==> src/rtl/slv_addr_pkg.sv <==
package slv_addr_pkg;
   localparam int unsigned SA_ADDR_W = 7;
   localparam int unsigned SA_NUM    = 3;

   function automatic int unsigned idx_width(input int unsigned n);
      return (n > 1) ? $clog2(n) : 1;
   endfunction

   typedef struct packed {
      logic set;
      logic gcall;
   } hit_info_t;
endpackage

==> src/rtl/addr_cmp_bank.sv <==
module addr_cmp_bank #(
   parameter int unsigned ADDR_W   = 7,
   parameter int unsigned NUM_ADDR = 3
) (
   input  logic [ADDR_W-1:0]          rx_addr,
   input  logic [NUM_ADDR*ADDR_W-1:0] own_addr,
   input  logic                       multi_en,
   output logic [NUM_ADDR-1:0]        hit_vec
);
   for (genvar g = 0; g < NUM_ADDR; g++) begin : g_cmp
      logic eq;
      assign eq = (rx_addr == own_addr[g*ADDR_W +: ADDR_W]);
      if (g == 0) begin : g_base
         assign hit_vec[g] = eq;
      end else begin : g_extra
         assign hit_vec[g] = eq & multi_en;
      end
   end
endmodule

==> src/rtl/low_idx_enc.sv <==
module low_idx_enc #(
   parameter int unsigned N     = 3,
   parameter int unsigned IDX_W = 2
) (
   input  logic [N-1:0]     req,
   output logic             any,
   output logic [IDX_W-1:0] idx
);
   assign any = |req;

   if (N == 1) begin : g_single
      assign idx = '0;
   end else begin : g_multi
      always_comb begin
         idx = '0;
         for (int i = N - 1; i >= 0; i--) begin
            if (req[i]) idx = IDX_W'(i);
         end
      end
   end
endmodule

==> src/rtl/match_flag_reg.sv <==
module match_flag_reg #(
   parameter int unsigned IDX_W = 2
) (
   input  logic                     clk,
   input  logic                     rst_n,
   input  logic                     clr,
   input  slv_addr_pkg::hit_info_t  hit,
   input  logic [IDX_W-1:0]         hit_idx,
   output logic                     flag_q,
   output logic                     gcall_q,
   output logic [IDX_W-1:0]         idx_q
);
   always_ff @(posedge clk) begin
      if (!rst_n || clr) begin
         flag_q  <= 1'b0;
         gcall_q <= 1'b0;
         idx_q   <= '0;
      end else if (hit.set) begin
         flag_q  <= 1'b1;
         gcall_q <= hit.gcall;
         idx_q   <= hit_idx;
      end
   end
endmodule

==> src/rtl/slv_addr_cmp.sv <==
module slv_addr_cmp #(
   parameter int unsigned ADDR_W   = slv_addr_pkg::SA_ADDR_W,
   parameter int unsigned NUM_ADDR = slv_addr_pkg::SA_NUM,
   localparam int unsigned IDX_W   = slv_addr_pkg::idx_width(NUM_ADDR)
) (
   input  logic                       clk,
   input  logic                       rst_n,
   input  logic                       rx_valid,
   input  logic [ADDR_W-1:0]          rx_addr,
   input  logic                       rx_rw,
   input  logic                       slave_rx_mode,
   input  logic                       fmt_free,
   input  logic                       multi_en,
   input  logic [NUM_ADDR*ADDR_W-1:0] own_addr,
   input  logic                       stat_wr,
   input  logic                       if_disable,
   input  logic                       if_reset,
   output logic                       match_flag,
   output logic                       gcall_flag,
   output logic [IDX_W-1:0]           match_idx
);
   import slv_addr_pkg::*;

   if (ADDR_W < 1) begin : g_bad_w
      $error("slv_addr_cmp: ADDR_W must be at least 1");
   end
   if (NUM_ADDR < 1) begin : g_bad_n
      $error("slv_addr_cmp: NUM_ADDR must be at least 1");
   end
   if ((1 << IDX_W) < NUM_ADDR) begin : g_bad_idx
      $error("slv_addr_cmp: index width too narrow");
   end

   logic [NUM_ADDR-1:0] hit_vec;
   logic                any_hit;
   logic [IDX_W-1:0]    hit_idx;
   logic                qualified;
   logic                is_gcall;
   logic                clr;
   hit_info_t           hit;

   addr_cmp_bank #(.ADDR_W(ADDR_W), .NUM_ADDR(NUM_ADDR)) u_bank (
      .rx_addr  (rx_addr),
      .own_addr (own_addr),
      .multi_en (multi_en),
      .hit_vec  (hit_vec)
   );

   low_idx_enc #(.N(NUM_ADDR), .IDX_W(IDX_W)) u_enc (
      .req (hit_vec),
      .any (any_hit),
      .idx (hit_idx)
   );

   // R/W bit is received alongside the address but never compared
   logic unused_rw;
   assign unused_rw = rx_rw;

   assign qualified = rx_valid & slave_rx_mode & ~fmt_free;
   assign is_gcall  = (rx_addr == '0);
   assign clr       = stat_wr | if_disable | if_reset;
   assign hit.set   = qualified & (any_hit | is_gcall);
   assign hit.gcall = is_gcall;

   match_flag_reg #(.IDX_W(IDX_W)) u_flag (
      .clk     (clk),
      .rst_n   (rst_n),
      .clr     (clr),
      .hit     (hit),
      .hit_idx (hit_idx),
      .flag_q  (match_flag),
      .gcall_q (gcall_flag),
      .idx_q   (match_idx)
   );
endmodule

==> config.mk <==
export PLATFORM = sky130hd
export DESIGN_NAME = slv_addr_cmp
export DESIGN_NICKNAME = d
export VERILOG_FILES = /design/src/rtl/slv_addr_pkg.sv /design/src/rtl/addr_cmp_bank.sv /design/src/rtl/low_idx_enc.sv /design/src/rtl/match_flag_reg.sv /design/src/rtl/slv_addr_cmp.sv
export SDC_FILE = /design/constraint.sdc
export NUM_CORES = 1
export LEC_CHECK = 0
export BUFFER_PORTS_ARGS = -buffer_cell sky130_fd_sc_hd__buf_2
export CAP_MARGIN = 10
export CELL_PAD_IN_SITES_DETAIL_PLACEMENT = 1
export CELL_PAD_IN_SITES_GLOBAL_PLACEMENT = 1
export CORE_MARGIN = 5
export CORE_UTILIZATION = 20
export CTS_CLUSTER_DIAMETER = 80
export DETAILED_ROUTE_END_ITERATION = 10
export GPL_TIMING_DRIVEN = 0
export PLACE_DENSITY_LB_ADDON = 0.1
export SLEW_MARGIN = 10
export SYNTH_ARGS = -nofsm -noshare
export SYNTH_HDL_FRONTEND = slang
export SYNTH_HIERARCHICAL = 1
export SYNTH_SLANG_ARGS = --single-unit
==> constraint.sdc <==
create_clock -name clk -period 1.4 [get_ports clk]
set_input_delay 0.21 -clock clk [delete_from_list [all_inputs] [get_ports clk]]
set_output_delay 0.21 -clock clk [all_outputs]
set_load 0.005 [all_outputs]
Word-level counts from Yosys, hierarchy flattened
Index checks and enable logic that the tools add are counted.

storage, ports and cells
  register bits = 4

cells by class
  equal/unequal tests = 3
  mux-type cells = 3
  bitwise gates (word level) = 9
  reductions and logical operators = 4

operator list
  operator            number
  == test 7 bit       3
  logical NOT 7 bit   1
  two-way mux 2 bit   3
  bitwise AND 1 bit   5
  bitwise OR 1 bit    3
  OR reduction 3 bit  1
  logical NOT 1 bit   1
  logical OR 1 bit    1
  inverter 1 bit      1

Longest topological paths before layout
  depth after elaboration = 5
  depth in mapped cells = 8

Cells and area by module
Netlist, hierarchy kept.

by module, submodules not included
  module          times used  cells an instance  area an instance (um^2)
  addr_cmp_bank   1           30                 242.7
  match_flag_reg  1           13                 135.1
  slv_addr_cmp    1           6                  41.3
  low_idx_enc     1           3                  20.0

Worst setup path before layout
Ideal clock, no wire load.

  path kind = input -> register
  start = input rx_addr[4]
  end = register u_flag.gcall_q
  arrival time = 1.371 ns
  slack = -0.088 ns
  stages = 5
  cells stage by stage = or4_1 > nor4_2 > o21a_1 > mux2i_1 > nor2_1

RTL lines
  element               RTL line              text
  start, declared       slv_addr_cmp.sv:9     input logic [ADDR_W-1:0] rx_addr,
  end signal, assigned  match_flag_reg.sv:20  gcall_q <= hit.gcall;
  end, declared         match_flag_reg.sv:10  output logic gcall_q,

==> flow_summary.ini <==
[run_status]
outcome = completed

[layout]
seqCellArea_um2 = 80.1
fillCellCount = 269
multi_input_area_um2 = 418
n_antenna_cell = 0
layout_common_cells = buf_2, xnor2_1, nor2_1, buf_6, nand4_1
syn2layout_area_growth_pct = 88.0
drive_above_1_share = 0.577
mostFrequentLayoutCell = buf_2
fin_util = 0.384
nNetsFinal = 137

[routing]
drt_pass1_iterations = 2
vias = 521
drt_iter0_markers = 11
via_per_inst = 4.17
avgRoutedWirePerCell_um = 12.0
drc = 0
postRouteAntennaNets = 0
drt-total-wl_mm = 1.50

[synth]
synth_mux_area_frac = 0.0684
avgSynthCellArea_um2 = 8.45
synth_area_um2 = 439
synth-seq-area-share = 0.182
synth-simple-area-share = 0.296
synthAdderAreaFrac = 0
yosysWarnings = 6
synth-compound-area-share = 0.0171
ys_seq_elements = 4
syn_nets = 90
synth_top_family_by_area = XOR/XNOR gates
synth_cells = 52
synth_cell_types = 15
synth_xor_area_frac = 0.419

[cts]
ctsHtreeMaxLevel = 1
cts_tree = done
insertion_delay_ns = 0.23
numCtsBuffers = 3
hold_buffers = 0
path_clk_slew_ns = 0.04
cts-root-buf = clkbuf_4
cts.sinks = 4
cts.path.max_buffers = 2

[timing]
slew_headroom = 0.841
max_freq_mhz = 735
fin_crit_ns = 1.36
rsz0062_at_grt = yes
setup_viol = 0
period_share = 0.972
final_max_slew_viol_count = 0
skew_ns = 0
final_hold_viol_count = 0
worst_slew_pin_slew_ns = 0.237
fin_tns_setup_ns = 0

[grt]
antenna_found_initial = 0
grt.overflow.total = 0
grt_pass1_wl_mm = 2.28
grt_pass1_vias = 597
grt_max_degree = 5
grt.total_usage = 0.0879

[worst_setup_path]
cp_data_arrival_time_ns = 1.48
r2r-end = u_flag/idx_q[1]
slowest_delay_ns = 0.37
r2r_start = u_flag/idx_q[1]
path_cells = buf_2, xnor2_2, nand4_1, nor4_4, or3_4, o21a_4, mux2i_1, nor2_1
r2r_cells = 2
criticalPathCategory = in2reg
critPathLaunchType = input pin
cp_max_fo = 4
slowest_stage = or3_4
critPathRequiredTime_ns = 1.52
endpoint_kind = register
reg2reg_setup_slack_ns = 0.82

[worst_hold_path]
hold_depth = 3
whs_endpoint = u_flag/idx_q[0]
min_from = rst_n
hold_class = in2reg

[placement]
place_hpwl_mm = 1.27
io_buffers = 40
place.gp.congestion = 0.741

[floorplanning]
core_um2 = 2150
fp.dieW_um = 56.9
die_area_um2 = 3230
io_pins = 42
start_util = 0.204
die_h_um = 56.9
rows = 17

[flow_run]
max-cap-violations = 0

[power_and_ir_drop]
peakVddDrop_mv = 0.322
power.density_nw_per_um2 = 516
p_leak_uw = 0.000345
[power breakdown]
| part | switching (µW) | internal (µW) | total (µW) |
|---|---|---|---|
| clock | 45.1 | 95.8 | 141 |
| sequential | 0.00505 | 115 | 115 |
| combinational | 69.9 | 101 | 171 |
[through the flow]
stage	std cells	hold WS (ns)	instance area [µm²]	power (µW)	worst slack, ns
floorplan	52	0.412	452	180	-0.0617
global placement	120	0.448	687	256	-0.373
detailed placement	120	0.462	687	259	-0.359
CTS	123	0.308	741	414	0.00622
global route	125	0.311	826	462	-0.00728
finish	125	0.299	826	426	0.0397
[sequential cells by signal, indices dropped and copies added, names as in the netlist]
register and flops:
u_flag/gcall_q 1, u_flag/idx_q 2, u_flag/flag_q 1
[worst max-delay path by stage]
stage                 from  slack [ns]  cells after the start               to
2_1_floorplan   rx_addr[4]       -0.06                      5   u_flag/gcall_q
3_3_place_gp    rx_addr[0]       -0.37                      9  u_flag/idx_q[0]
3_5_place_dp    rx_addr[5]       -0.36                      9   u_flag/gcall_q
4_1_cts         rx_addr[6]       0.006                      6  u_flag/idx_q[0]
5_1_grt         rx_addr[4]      -0.007                      6   u_flag/gcall_q
6_report       own_addr[2]        0.04                      8  u_flag/idx_q[1]
[cell usage after synthesis]
library cell,number,share of area
xnor2_1,18,0.36
nor2_1,8,0.068
nand4_1,5,0.071
dfxtp_1,4,0.18
mux2i_1,3,0.068
xor2_1,3,0.060
nor4_2,2,0.057
or3_1,2,0.028
buf_4,1,0.017
nand2_1,1,0.0085
nand2b_1,1,0.014
nor2b_1,1,0.014
nor3b_1,1,0.017
o21a_1,1,0.017
or4_1,1,0.017
[critical path: cells and delay by family]
family | cells | cell delay, ns
mux | 1 | 0.14
simple gates | 4 | 0.64
xor+xnor | 1 | 0.13
buf+inv | 1 | 0.11
compound gates | 1 | 0.25
[repair_timing]
action | in CTS | in global routing
hold endpoints to repair | 0 | 0
buffers inserted | 1 | 2
resized for setup | 10 | 15
pin swaps | 3 | 5
setup endpoints to repair | 4 | 3
[cell type report]
cell class / count / share of cell area
clock buffers: 3 / 0.0273
multi-input cells: 47 / 0.506
flip-flops and latches: 4 / 0.0970
well taps: 28 / 0.0424
repair buffers: 43 / 0.327
[logic make-up after synthesis]
| logic type | Yosys count |
|---|---|
| AND/OR/NAND/NOR | 22 |
| XOR/XNOR | 21 |
| flip-flops | 4 |
| multiplexers | 3 |
| AO/OA/AOI/OAI | 1 |
| buffers and inverters | 1 |
[layer usage]
| layer | wire length, µm | track usage | vias to the layer above |
|---|---|---|---|
| met5 | 0 | 0 | - |
| met4 | 0 | 0.0199 | 0 |
| met3 | 114 | 0.0253 | 0 |
| met2 | 769 | 0.158 | 24 |
| met1 | 615 | 0.101 | 229 |
| li1 | - | - | 268 |
No activity file was read; power rests on OpenSTA's default activity.
